$ cat src/rtl/lfd_pkg.sv
package lfd_pkg;

    localparam int MULT_HIGH_RATE = 32;
    localparam int MULT_LOW_RATE  = 8;

    typedef enum logic {
        PH_TRAIN = 1'b0,
        PH_MEAS  = 1'b1
    } phase_e;

    typedef struct packed {
        phase_e phase;
        logic   locked;
    } ctl_t;

    function automatic longint nominal_count(int win_log2, int presc_log2, int mult);
        return ((longint'(1) << win_log2) * longint'(mult)) >>> presc_log2;
    endfunction

    function automatic longint tolerance_count(longint nom, int ppm);
        return (nom * longint'(ppm)) / longint'(1000000);
    endfunction

    function automatic longint lower_bound(longint nom, longint tol);
        return (nom > tol) ? (nom - tol) : longint'(0);
    endfunction

endpackage

$ cat src/rtl/lfd_timer.sv
module lfd_timer #(
    parameter int TRAIN_LOG2 = 12,
    parameter int WIN_LOG2   = 14
) (
    input  logic clk,
    input  logic rst,
    input  logic clear,
    input  logic sel_train,
    output logic last
);
    localparam int TW = (TRAIN_LOG2 > WIN_LOG2) ? TRAIN_LOG2 : WIN_LOG2;
    localparam logic [TW-1:0] TRAIN_LAST = TW'((longint'(1) << TRAIN_LOG2) - 1);
    localparam logic [TW-1:0] WIN_LAST   = TW'((longint'(1) << WIN_LOG2) - 1);

    logic [TW-1:0] tmr_q;

    always_comb begin
        last = (tmr_q == (sel_train ? TRAIN_LAST : WIN_LAST));
    end

    always_ff @(posedge clk) begin
        if (rst || clear || last) begin
            tmr_q <= '0;
        end else begin
            tmr_q <= tmr_q + 1'b1;
        end
    end
endmodule

$ cat src/rtl/lfd_pulse_acc.sv
module lfd_pulse_acc #(
    parameter int CW = 20
) (
    input  logic          clk,
    input  logic          rst,
    input  logic          clear,
    input  logic          run,
    input  logic          close,
    input  logic          pulse,
    output logic [CW-1:0] total
);
    logic [CW-1:0] cnt_q;

    always_comb begin
        total = cnt_q + CW'(pulse);
    end

    always_ff @(posedge clk) begin
        if (rst || clear || close) begin
            cnt_q <= '0;
        end else if (run) begin
            cnt_q <= total;
        end
    end
endmodule

$ cat src/rtl/lfd_judge.sv
module lfd_judge
    import lfd_pkg::*;
#(
    parameter int CW            = 20,
    parameter int WIN_LOG2      = 14,
    parameter int PRESCALE_LOG2 = 5,
    parameter int PPM           = 500
) (
    input  logic          rate_hi,
    input  logic [CW-1:0] total,
    output logic          in_tol
);
    localparam longint NOM_HI = nominal_count(WIN_LOG2, PRESCALE_LOG2, MULT_HIGH_RATE);
    localparam longint NOM_LO = nominal_count(WIN_LOG2, PRESCALE_LOG2, MULT_LOW_RATE);
    localparam longint TOL_HI = tolerance_count(NOM_HI, PPM);
    localparam longint TOL_LO = tolerance_count(NOM_LO, PPM);

    localparam logic [CW-1:0] MIN_HI = CW'(lower_bound(NOM_HI, TOL_HI));
    localparam logic [CW-1:0] MAX_HI = CW'(NOM_HI + TOL_HI);
    localparam logic [CW-1:0] MIN_LO = CW'(lower_bound(NOM_LO, TOL_LO));
    localparam logic [CW-1:0] MAX_LO = CW'(NOM_LO + TOL_LO);

    logic [CW-1:0] min_sel;
    logic [CW-1:0] max_sel;

    always_comb begin
        min_sel = rate_hi ? MIN_HI : MIN_LO;
        max_sel = rate_hi ? MAX_HI : MAX_LO;
        in_tol  = (total >= min_sel) && (total <= max_sel);
    end
endmodule

$ cat src/rtl/freq_lock_trainer.sv
module freq_lock_trainer
    import lfd_pkg::*;
#(
    parameter int WIN_LOG2      = 14,
    parameter int TRAIN_LOG2    = 12,
    parameter int PRESCALE_LOG2 = 5,
    parameter int PPM           = 500,
    parameter int CONFIRM_WINS  = 2
) (
    input  logic clk,
    input  logic rst,
    input  logic rec_pulse,
    input  logic rate_hi,
    input  logic sig_det,
    input  logic force_ref_n,
    output logic lock,
    output logic train_ref
);
    localparam int CW = WIN_LOG2 + 6;
    localparam int SW = $clog2(CONFIRM_WINS + 1);
    localparam logic [SW-1:0] STREAK_DONE = SW'(CONFIRM_WINS - 1);

    ctl_t          ctl_q, ctl_d;
    logic [SW-1:0] streak_q, streak_d;
    logic          mode_q;
    logic          mode_chg;
    logic          abort;
    logic          tmr_last;
    logic          win_done;
    logic          in_tol;
    logic          locked_q;
    logic [CW-1:0] total;

    assign mode_chg = (rate_hi != mode_q);
    assign abort    = !sig_det || !force_ref_n || mode_chg;
    assign win_done = (ctl_q.phase == PH_MEAS) && tmr_last && !abort;
    assign locked_q = ctl_q.locked;

    lfd_timer #(
        .TRAIN_LOG2 (TRAIN_LOG2),
        .WIN_LOG2   (WIN_LOG2)
    ) u_timer (
        .clk       (clk),
        .rst       (rst),
        .clear     (abort),
        .sel_train (ctl_q.phase == PH_TRAIN),
        .last      (tmr_last)
    );

    lfd_pulse_acc #(
        .CW (CW)
    ) u_acc (
        .clk   (clk),
        .rst   (rst),
        .clear (abort || (ctl_q.phase == PH_TRAIN)),
        .run   (ctl_q.phase == PH_MEAS),
        .close (tmr_last && (ctl_q.phase == PH_MEAS)),
        .pulse (rec_pulse),
        .total (total)
    );

    lfd_judge #(
        .CW            (CW),
        .WIN_LOG2      (WIN_LOG2),
        .PRESCALE_LOG2 (PRESCALE_LOG2),
        .PPM           (PPM)
    ) u_judge (
        .rate_hi (rate_hi),
        .total   (total),
        .in_tol  (in_tol)
    );

    always_comb begin
        ctl_d    = ctl_q;
        streak_d = streak_q;
        if (abort) begin
            ctl_d.phase  = PH_TRAIN;
            ctl_d.locked = 1'b0;
            streak_d     = '0;
        end else if ((ctl_q.phase == PH_TRAIN) && tmr_last) begin
            ctl_d.phase = PH_MEAS;
            streak_d    = '0;
        end else if (win_done) begin
            if (!in_tol) begin
                ctl_d.phase  = PH_TRAIN;
                ctl_d.locked = 1'b0;
                streak_d     = '0;
            end else if (!ctl_q.locked) begin
                if (streak_q == STREAK_DONE) begin
                    ctl_d.locked = 1'b1;
                end else begin
                    streak_d = streak_q + 1'b1;
                end
            end
        end
    end

    always_ff @(posedge clk) begin
        if (rst) begin
            ctl_q    <= '{phase: PH_TRAIN, locked: 1'b0};
            streak_q <= '0;
            mode_q   <= rate_hi;
        end else begin
            ctl_q    <= ctl_d;
            streak_q <= streak_d;
            mode_q   <= rate_hi;
        end
    end

    assign lock      = ctl_q.locked && sig_det && force_ref_n && !mode_chg && !rst;
    assign train_ref = (ctl_q.phase == PH_TRAIN) || !sig_det || !force_ref_n || rst;
endmodule

$ cat config.mk
export PLATFORM = sky130hd
export DESIGN_NAME = freq_lock_trainer
export DESIGN_NICKNAME = d
export VERILOG_FILES = /design/src/rtl/lfd_pkg.sv /design/src/rtl/lfd_timer.sv /design/src/rtl/lfd_pulse_acc.sv /design/src/rtl/lfd_judge.sv /design/src/rtl/freq_lock_trainer.sv
export SDC_FILE = /design/constraint.sdc
export NUM_CORES = 1
export LEC_CHECK = 0
export BUFFER_PORTS_ARGS = -buffer_cell sky130_fd_sc_hd__buf_2
export CAP_MARGIN = 20
export CORE_ASPECT_RATIO = 0.5
export CORE_MARGIN = 3
export CORE_UTILIZATION = 50
export DETAILED_ROUTE_END_ITERATION = 10
export HOLD_SLACK_MARGIN = 0.05
export PLACE_DENSITY = 0.68
export SKIP_LAST_GASP = 1
export SLEW_MARGIN = 20
export SYNTH_ARGS = -nofsm -noshare
export SYNTH_HDL_FRONTEND = slang
export SYNTH_SLANG_ARGS = --single-unit
$ cat constraint.sdc
create_clock -name clk -period 3.89 [get_ports clk]
set_input_delay 0.1945 -clock clk [delete_from_list [all_inputs] [get_ports clk]]
set_output_delay 0.1945 -clock clk [all_outputs]
set_load 0.03 [all_outputs]
==> impl_metrics.ini <==
[global_routing]
grt_max_degree = 21
grt_pass1_vias = 1700
grt_antenna_before_repair = 0
track_usage_pct = 17.8
grt_pass1_wl_mm = 7.46
grt_overflow_total = 0

[synth]
ys_ff_latch = 39
syn_nets = 278
synthesis.instances = 259
synthMuxAreaShare_pct = 1.35
synth_compound_area_share_pct = 10.1
yosys_warnings = 0
synth_simple_gate_area_share_pct = 30.2
synth_top_family_by_area = simple AND/OR/NAND/NOR gates
synthDistinctLibCells = 49
synth_fa_ha_area_share_pct = 7.29
ys_seq_area_share_pct = 35.0
synth_edf_count = 0
syn_avg_cell_area_sq_um = 8.62
async_reset_ff_share_pct = 0
syn_area_sq_um = 2230
synthFlopType = dfxtp_1
synth_xor_area_share_pct = 12.2

[clock_tree]
cts_resized = 0
cts_tree = yes
post_cts_buffers = 0
h-tree-depth = 2
clock_path_buffers = 2
insertion_delay_ns = 0.29
cts_hold_buf = 0
cts_buffers = 5
cts.sinks = 39
cts-root-buf = clkbuf_8
clkSlewWorstSetupHoldPaths_ns = 0.08

[critical_path]
crit_top_cell = ha_1
path_class = flop to flop
max_stage_delay_ns = 0.38
reg2reg_from = u_acc.cnt_q[0]$_SDFFE_PP0P_
cp-start-kind = flop
arrival_ns = 3.62
critical_path.startpoint = u_acc.cnt_q[0]$_SDFFE_PP0P_
path_cells = ha_1 > ha_1 > nand3_1 > nor4_4 > nand2_1 > xnor2_1 > ha_1 > nand3b_1 > nor3_1 > a21oi_1 > a2bb2oi_1 > o32ai_1 > nand2_1 > a211oi_1
crit_slowest_cell = nor4_4
worstPathRequired_ns = 4.09
crit_fanout = 7
cp-end-kind = flop

[finish]
area_growth_pct = 7.68
nFillCells = 386
nNetsFinal = 285
stdcell_area_sq_um = 2400
final_cell_mix = nor2_1, dfxtp_1, xnor2_1
drive_above_1_share_pct = 10.5
final_core_util_pct = 58.9
antenna_cells = 0

[routing]
initialDrtViolationCount = 75
wl_per_cell_um = 12.8
dr.pass1.iters = 4
postRouteWirelength_mm = 4.11
num_vias = 1756
via_per_inst = 5.47
drc = 0
antenna_left = 0

[sta]
setup_viol = 0
clock_skew_ns = 0.0109
slew_headroom_pct = 41.3
hold_slack_ns = 0.0893
min_period_over_period_pct = 88.1
finalHoldViolations = 0
fin_setup_tns_ns = 0
max_clock_freq_mhz = 292
rsz0062_at_grt = no
finalCriticalPeriod_ns = 3.43
slew_viol_final = 0
tightest_slew_ns = 0.878

[pwr]
ir_drop_uv = 217
p_leak_nw = 0.880
power_density_nw_per_um2 = 319

[die]
rows = 16
num_io_pins = 8
die_h_um = 53.2
coreArea_sq_um = 4080
dieArea_sq_um = 5350
die_x_um = 100
start_util_pct = 54.7

[placed_design]
gp_congestion = 0.885
placed_area_sq_um = 2290
port_buffers = 7
dp_hpwl_mm = 3.04

[outcome]
status = complete, no violations

[worst_hold_path]
hold_start = rate_hi
hp-class = input pin to flop

[flow_run]
maxCapViolations = 0
==> logic make-up after synthesis <==
family	after synthesis
flip-flops	39
adder cells (fa/ha/maj)	13
buffers and inverters	17
AND/OR/NAND/NOR	125
XOR/XNOR	31
AO/OA/AOI/OAI	31
multiplexers	3
==> through the flow <==
| stage | setup slack, ns | std cells | total power, W |
|---|---|---|---|
| finish | 0.464 | 321 | 0.000767 |
| global route | 0.0925 | 321 | 0.000797 |
| CTS | 0.344 | 321 | 0.000777 |
| detailed placement | 0.379 | 313 | 0.000428 |
| global placement | 0.486 | 313 | 0.000428 |
| floorplan | 0.751 | 259 | 0.000422 |
==> worst max-delay path: cells and delay by family (launching register included) <==
kind	cells	cell delay (ns)
fa+ha+maj	3	0.70
compound gates	4	0.80
simple gates	6	1.21
xor+xnor	1	0.29
flops	1	0.34
==> path summary, 6_finish.rpt <==
kind / depth (start not counted) / to / slack [ns]
worst max-delay path: 14 / locked_q$_SDFFE_PP0P_ / 0.46
worst min-delay path: 1 / mode_q$_DFF_P_ / 0.09
worst max register to register: 14 / locked_q$_SDFFE_PP0P_ / 0.46
worst min register to register: 1 / u_timer.tmr_q[0]$_SDFF_PP0_ / 0.46
==> cell usage after synthesis (all sizes together), types with 2 or more instances <==
cell type	count	area (sq um)
and2	6	40.0
mux2i	3	30.0
xor2	13	114
nand3	13	65.1
a211oi	5	42.5
buf	4	37.5
o211ai	2	15.0
a21oi	4	20.0
nor2b	6	37.5
or2	3	18.8
o31ai	2	15.0
and4	3	26.3
inv	10	40.0
nor3	7	35.0
nand4	6	37.5
nor4	5	52.6
clkbuf	3	11.3
ha	13	163
nand3b	3	22.5
dfxtp	39	781
nand2b	3	18.8
o21ai	5	25.0
xnor2	18	158
and3	12	81.3
nor2	39	146
a211o	2	17.5
nand2	15	58.8
a31oi	4	25.0
==> routing by layer <==
metal  share of wire, %  global-route usage, %  vias to the layer above  routed length, um
li1                   -                      -                      921                  -
met1                 52                   21.7                      814               2120
met2                 45                   30.8                       15               1830
met3                2.8                   5.26                        6                115
met4                1.1                   5.15                        0                 45
met5                  0                      0                        -                  0
==> power breakdown <==
| group | switching, W | internal, W | leakage [nW] |
|---|---|---|---|
| registers | 0.000000560 | 0.000400 | 0.314 |
| clock network | 0.000140 | 0.000208 | 0.0612 |
| logic | 0.0000106 | 0.00000788 | 0.505 |
==> registers in the layout (all words and copies together), names as in the netlist <==
signal and count:
ctl_q 1, streak_q 2, u_acc.cnt_q 20, mode_q 1, u_timer.tmr_q 14, locked_q 1
==> layout make-up <==
cell class / instances / area, sq um / share of cell area (%)
inverter: 10 / 40.0 / 1.67
clock buffer: 6 / 82.6 / 3.44
timing repair buffer: 7 / 35.0 / 1.46
sequential: 39 / 781 / 32.5
tap: 54 / 67.6 / 2.81
clock inverter: 2 / 35.0 / 1.46
multi-input combinational: 203 / 1360 / 56.7
Note: power is estimated with default switching activity, not from simulation.
